--- src/rtl/cfg_bus_pkg.sv ---
package cfg_bus_pkg;

  localparam int ADDR_W = 16;
  localparam int DATA_W = 32;
  localparam int NREG   = 8;

  typedef enum logic { MODE_SPLIT = 1'b0, MODE_DIRSTROBE = 1'b1 } bus_mode_e;

  typedef struct packed {
    logic rd;
    logic wr;
  } strobe_t;

  // Turn raw pin levels into read/write intent for the selected convention.
  function automatic strobe_t decode_strobes(input logic mode, input logic cs_n,
                                             input logic a_n, input logic b_n);
    strobe_t s;
    if (bus_mode_e'(mode) == MODE_DIRSTROBE) begin
      s.rd = !cs_n && !b_n && a_n;
      s.wr = !cs_n && !b_n && !a_n;
    end else begin
      s.rd = !cs_n && !a_n;
      s.wr = !cs_n && !b_n;
    end
    return s;
  endfunction

endpackage

--- src/rtl/cfg_sync.sv ---
module cfg_sync #(
  parameter int          W       = 3,
  parameter logic [W-1:0] RST_VAL = '1
) (
  input  logic         clk,
  input  logic         rst_n,
  input  logic [W-1:0] d,
  output logic [W-1:0] q
);
  for (genvar i = 0; i < W; i++) begin : g_bit
    logic meta, stab;
    always_ff @(posedge clk or negedge rst_n) begin
      if (!rst_n) begin
        meta <= RST_VAL[i];
        stab <= RST_VAL[i];
      end else begin
        meta <= d[i];
        stab <= meta;
      end
    end
    assign q[i] = stab;
  end
endmodule

--- src/rtl/cfg_strobe_decode.sv ---
module cfg_strobe_decode
  import cfg_bus_pkg::*;
#(
  parameter int ADDR_W = cfg_bus_pkg::ADDR_W,
  parameter int DATA_W = cfg_bus_pkg::DATA_W
) (
  input  logic              clk,
  input  logic              rst_n,
  input  logic              mode_sel,
  input  logic              cs_n,
  input  logic              strb_a_n,
  input  logic              strb_b_n,
  input  logic [ADDR_W-1:0] addr,
  input  logic [DATA_W-1:0] data_i,
  output logic              rd_raw,
  output logic              cs_sync_act,
  output logic              commit,
  output logic [ADDR_W-1:0] cap_addr,
  output logic [DATA_W-1:0] cap_data
);
  strobe_t raw_s, syn_s;
  logic [2:0] pins_s;
  logic       wr_s_q;

  assign raw_s  = decode_strobes(mode_sel, cs_n, strb_a_n, strb_b_n);
  assign rd_raw = raw_s.rd;

  cfg_sync #(.W(3), .RST_VAL(3'b111)) u_sync (
    .clk  (clk),
    .rst_n(rst_n),
    .d    ({cs_n, strb_a_n, strb_b_n}),
    .q    (pins_s)
  );

  assign syn_s       = decode_strobes(mode_sel, pins_s[2], pins_s[1], pins_s[0]);
  assign cs_sync_act = !pins_s[2];

  // Latch address/data on every cycle the raw write strobe is still active.
  always_ff @(posedge clk or negedge rst_n) begin
    if (!rst_n) begin
      cap_addr <= '0;
      cap_data <= '0;
      wr_s_q   <= 1'b0;
    end else begin
      wr_s_q <= syn_s.wr;
      if (raw_s.wr) begin
        cap_addr <= addr;
        cap_data <= data_i;
      end
    end
  end

  assign commit = wr_s_q && !syn_s.wr;
endmodule

--- src/rtl/cfg_reg_bank.sv ---
module cfg_reg_bank #(
  parameter int ADDR_W   = 16,
  parameter int DATA_W   = 32,
  parameter int NREG     = 8,
  parameter int IEN_IDX  = NREG - 2,
  parameter int STAT_IDX = NREG - 1
) (
  input  logic              clk,
  input  logic              rst_n,
  input  logic              commit,
  input  logic [ADDR_W-1:0] waddr,
  input  logic [DATA_W-1:0] wdata,
  input  logic [ADDR_W-1:0] raddr,
  input  logic [DATA_W-1:0] evt_set,
  output logic [DATA_W-1:0] rd_q,
  output logic [DATA_W-1:0] irq_status,
  output logic [DATA_W-1:0] irq_enable,
  output logic              irq_n
);
  localparam int IDX_W = (NREG > 1) ? $clog2(NREG) : 1;
  localparam logic [ADDR_W-1:0] LAST_ADDR = ADDR_W'(NREG - 1);

  logic [DATA_W-1:0] regs [NREG];

  function automatic logic is_mapped(input logic [ADDR_W-1:0] a);
    return a <= LAST_ADDR;
  endfunction

  function automatic logic [DATA_W-1:0] w1c_next(input logic [DATA_W-1:0] cur,
                                                 input logic [DATA_W-1:0] clr,
                                                 input logic [DATA_W-1:0] set);
    return (cur & ~clr) | set;
  endfunction

  for (genvar i = 0; i < NREG; i++) begin : g_reg
    logic hit;
    assign hit = commit && is_mapped(waddr) && (waddr[IDX_W-1:0] == IDX_W'(i));
    if (i == STAT_IDX) begin : g_stat
      always_ff @(posedge clk or negedge rst_n) begin
        if (!rst_n) regs[i] <= '0;
        else        regs[i] <= w1c_next(regs[i], hit ? wdata : '0, evt_set);
      end
    end else begin : g_plain
      always_ff @(posedge clk or negedge rst_n) begin
        if (!rst_n)   regs[i] <= '0;
        else if (hit) regs[i] <= wdata;
      end
    end
  end

  always_ff @(posedge clk or negedge rst_n) begin
    if (!rst_n)                rd_q <= '0;
    else if (is_mapped(raddr)) rd_q <= regs[raddr[IDX_W-1:0]];
    else                       rd_q <= '0;
  end

  assign irq_status = regs[STAT_IDX];
  assign irq_enable = regs[IEN_IDX];
  assign irq_n      = ~|(irq_status & irq_enable);
endmodule

--- src/rtl/cfg_bus_slave.sv ---
module cfg_bus_slave #(
  parameter int ADDR_W = cfg_bus_pkg::ADDR_W,
  parameter int DATA_W = cfg_bus_pkg::DATA_W,
  parameter int NREG   = cfg_bus_pkg::NREG
) (
  input  logic              clk,
  input  logic              rst_n,
  input  logic              mode_sel,
  input  logic              cs_n,
  input  logic              strb_a_n,
  input  logic              strb_b_n,
  input  logic [ADDR_W-1:0] addr,
  input  logic [DATA_W-1:0] data_i,
  output logic [DATA_W-1:0] data_o,
  output logic              data_oe,
  input  logic [DATA_W-1:0] evt_set,
  output logic              irq_n
);
  // Named internal events, visible to the bound checker.
  logic              commit;
  logic              cs_sync_act;
  logic [ADDR_W-1:0] cap_addr;
  logic [DATA_W-1:0] cap_data;
  logic [DATA_W-1:0] irq_status;
  logic [DATA_W-1:0] irq_enable;

  cfg_strobe_decode #(.ADDR_W(ADDR_W), .DATA_W(DATA_W)) u_dec (
    .clk        (clk),
    .rst_n      (rst_n),
    .mode_sel   (mode_sel),
    .cs_n       (cs_n),
    .strb_a_n   (strb_a_n),
    .strb_b_n   (strb_b_n),
    .addr       (addr),
    .data_i     (data_i),
    .rd_raw     (data_oe),
    .cs_sync_act(cs_sync_act),
    .commit     (commit),
    .cap_addr   (cap_addr),
    .cap_data   (cap_data)
  );

  cfg_reg_bank #(.ADDR_W(ADDR_W), .DATA_W(DATA_W), .NREG(NREG)) u_bank (
    .clk       (clk),
    .rst_n     (rst_n),
    .commit    (commit),
    .waddr     (cap_addr),
    .wdata     (cap_data),
    .raddr     (addr),
    .evt_set   (evt_set),
    .rd_q      (data_o),
    .irq_status(irq_status),
    .irq_enable(irq_enable),
    .irq_n     (irq_n)
  );
endmodule

--- config.mk ---
export PLATFORM = sky130hd
export DESIGN_NAME = cfg_bus_slave
export DESIGN_NICKNAME = d
export VERILOG_FILES = /design/src/rtl/cfg_bus_pkg.sv /design/src/rtl/cfg_sync.sv /design/src/rtl/cfg_strobe_decode.sv /design/src/rtl/cfg_reg_bank.sv /design/src/rtl/cfg_bus_slave.sv
export SDC_FILE = /design/constraint.sdc
export NUM_CORES = 1
export LEC_CHECK = 0
export BUFFER_PORTS_ARGS = -buffer_cell sky130_fd_sc_hd__buf_2
export CAP_MARGIN = 5
export CORE_MARGIN = 5
export CORE_UTILIZATION = 55
export CTS_CLUSTER_DIAMETER = 80
export CTS_CLUSTER_SIZE = 12
export DETAILED_ROUTE_END_ITERATION = 10
export GPL_ROUTABILITY_DRIVEN = 0
export PLACE_DENSITY = 0.8
export SYNTH_ARGS = -nofsm -noshare
export SYNTH_HDL_FRONTEND = slang
export SYNTH_SLANG_ARGS = --single-unit
--- constraint.sdc ---
create_clock -name clk -period 2.7 [get_ports clk]
set_input_delay 0.27 -clock clk [delete_from_list [all_inputs] [get_ports clk]]
set_output_delay 0.27 -clock clk [all_outputs]
set_load 0.02 [all_outputs]
==> results.md <==
* Sum of routed wire segments on met1 at 14.6 mm
* R2r worst-path depth at 5
* DR iter-0 viols at 560
* Routed length on met2 at 16.3 mm
* Top_reg_cell synth: sky130_fd_sc_hd__dfrtp_1
* Num ports at 120
* Slew Limit Headroom at a little under three fifths
* Placeable core area at about 27,000 µm²
* Number of antenna cells inserted at 0
* Width of the die at about 170 µm
* Most common cell after layout, fill and taps aside: sky130_fd_sc_hd__dfrtp_1
* Clock period minus final worst setup slack at ~2600 ps
* Number of distinct standard cells referenced by the synthesized netlist at 27
* Detailed placer's ending HPWL at approximately 21 mm
* Routed length per instance at around 23 µm
* Gr ovfl total at 0
* Post-synthesis sequential area ratio at roughly 58%
* Clock transition at the register clock pins on the worst setup and hold paths after CTS at 60 ps
* Type of the worst min-delay path: in -> reg
* First-pass GRT wire length at roughly 55 mm
* Yosys warnings at 0
* Number of standard-cell rows in the floorplan at 60
* Chip height at 174 µm
* Post-Layout Cell Count at 1,461
* Endpoint of the worst register-to-register path: u_bank.irq_enable[26]
* Cell count after synthesis at ~950
* CP startpoint kind: flop
* Post-route fraction of the period consumed by the critical path at 95.3%
* Final antenna-violating net count at 0
* Root Buffer: sky130_fd_sc_hd__clkbuf_16
* Via count of the first global-routing pass at 9,642
* Routed length on met3 at ~1.8 mm
* Hold Worst Slack at around 11 ps
* Buffers added on ports at between 100 and 150
* Initial standard-cell utilization of the core at 55.4%
* Number of cells traversed by the worst hold path at 2
* Sink Count at 343
* Synth Net Count at approximately 1,000
* Setup slack after placement at ~410 ps
* Final-report max-slew violation count at 0
* Critical path's largest stage delay at 620 ps
* Final-report setup violation count at 0
* Highest net fanout along the worst path at 3
* Worst-Skew Late Latency at roughly 510 ps
* Final routed DRC violation total at 0
* Number of buffers inserted during clock tree synthesis at 34
* Hold path endpoint: u_dec.cap_data[27]
* Count of instances resized after the clock tree is built at 0
* Total leakage power at 8.43 nW
* Syn Area/Cell at about 16 µm²
* Synth async-reset ratio at 100%
* Status: completed
* Yosys reg bits at around 340
* Placed cells at between 1,000 and 1,500
* Fill cell instance count of the final layout at approximately 1,900
* Post-synth EDFFs at 0
* Worst vdd ir at roughly 0.00047 V
* Critical Path Sink Type: output port
* Highest Clock Rate at ~0.39 GHz
* Setup Fix Bufs, Post-CTS at 0
* TritonCTS clock tree: done
* Critical register-to-register path startpoint: u_dec.cap_addr[11]
* Number of antenna violations at the first check in global routing at 0
* Largest net degree at the start of global routing at 73
* Synth-to-layout area growth at 16.8%
* Hold Vio Cnt, Final at 0
* Number of levels the H-tree was split into at 2
* Transition time at the pin with the least slew margin at between 600 and 700 ps
* Data arrival time of the critical path at 2300 ps
* Slowest cell on the critical path: sky130_fd_sc_hd__nor4_1
* Setup slack on the worst flop-to-flop path at about 380 ps
* Via count at about 8,700
* Number of violations of the max-capacitance limit at 0
* Worst setup margin at between 100 and 150 ps
* Min-delay src: data_i[27]
* Maximum clock path buffer count at 3
* Most frequent cells in the layout: sky130_fd_sc_hd__dfrtp_1, sky130_fd_sc_hd__mux2_2, sky130_fd_sc_hd__buf_2
* Unrepaired setup endpoints after global routing: false
* Total Die Area at 30,400 µm²
* Final worst clock skew at ~15 ps
* Required time of the critical path at 2430 ps
* Wire length reported by the detailed router at around 34 mm
* Top layer used by detailed routing: met4
* Total power density per cell area at ~600 nW/µm²
* # nets final at around 1,200
* Global-route usage over all layers at a little under a quarter
* Total of hold buffers inserted after clock tree synthesis at 36
* Final sum of negative setup slack at 0 ps
* Cells traversed along the worst timing path: a22oi_1 > nand4_1 > nor4_1 > buf_2
* Number of optimization iterations in the first detailed-route pass at 4
* Vias per Instance at about 6
* Final Core Density at 64.7%
* Summed instance area of the synthesized netlist at between 10,000 and 15,000 µm²
* Fraction of layout cells with a size suffix above 1 at roughly 47%
* Type of the setup path with the least slack: reg -> out
[cell usage after synthesis (8+ instances only)]
cell type	number	share of area (%)
sky130_fd_sc_hd__dfrtp_1	337	57
sky130_fd_sc_hd__mux2_2	202	15
sky130_fd_sc_hd__nor2_1	72	1.8
sky130_fd_sc_hd__mux4_2	64	9.7
sky130_fd_sc_hd__mux2_4	60	6.1
sky130_fd_sc_hd__inv_1	33	0.83
sky130_fd_sc_hd__a31oi_1	32	1.3
sky130_fd_sc_hd__mux2i_1	32	2.2
sky130_fd_sc_hd__buf_2	22	0.74
sky130_fd_sc_hd__clkbuf_1	17	0.43
sky130_fd_sc_hd__a22oi_1	16	0.81
sky130_fd_sc_hd__mux2_1	10	0.76
sky130_fd_sc_hd__buf_1	8	0.20
[metrics by stage]
step                      instance area [µm²]  power (mW)
after detailed placement                16000        6.28
after floorplan                         14900        5.88
after CTS                               17400        10.6
final                                   17400        10.5
after global placement                  16000        6.25
after global routing                    17400        10.9
[worst max-delay path, delay by kind of cell, from the launching register on]
family	cells	cell delay (ps)
buf+inv	1	290
flops	1	430
compound gates	1	320
simple gates	2	760
[power breakdown]
| group | switching, mW | internal [mW] |
|---|---|---|
| sequential | 0.280 | 5.29 |
| combinational | 0.314 | 0.338 |
| clock | 1.83 | 2.43 |
| total | 2.42 | 8.06 |
[state kept, by name, indices dropped and copies added, names as in the netlist]
| name | cells |
|---|---|
| u_bank.regs | 192 |
| u_bank.rd_q | 32 |
| u_dec.u_sync.g_bit.meta | 3 |
| u_bank.irq_enable | 32 |
| u_bank.irq_status | 32 |
| u_dec.cap_data | 32 |
| u_dec.u_sync.g_bit.stab | 3 |
| u_dec.cap_addr | 16 |
| u_dec.wr_s_q | 1 |
[cell families after synthesis]
kind of cell	count (synthesis)	share of synthesized area (%)
buf+inv	86	2.66
mux	368	34.0
simple gates	99	3.28
compound gates	50	2.27
flops	343	57.8
[per-layer routing]
layer | track usage [%] | vias up
met5 | 0 | -
met4 | 7.06 | 0
met3 | 3.81 | 70
met2 | 36.9 | 265
met1 | 31.9 | 4620
li1 | - | 3780
[how the worst max path moves through the flow]
stage / start / end / slack (ps) / depth (start not counted)
after floorplan: u_dec.cap_addr[5] / u_bank.irq_enable[10] / 590 / 6
after global placement: u_dec.cap_addr[11] / u_bank.regs[77] / 430 / 5
after detailed placement: u_dec.cap_addr[11] / u_bank.regs[75] / 410 / 5
after CTS: u_bank.irq_status[28] / irq_n / 170 / 4
after global routing: u_bank.irq_enable[10] / irq_n / 50 / 4
final: u_bank.irq_status[28] / irq_n / 130 / 4
[final cells by class]
type / instances / area (µm²) / area share, %
inverters: 33 / 124 / 0.714
repair buffers: 184 / 1320 / 7.63
multi-input cells: 517 / 5930 / 34.2
clock buffers: 42 / 945 / 5.44
flip-flops and latches: 343 / 8590 / 49.5
well taps: 341 / 427 / 2.46
clock inverters: 1 / 7.51 / 0.0433
Note: power is estimated with default switching activity, not from simulation.
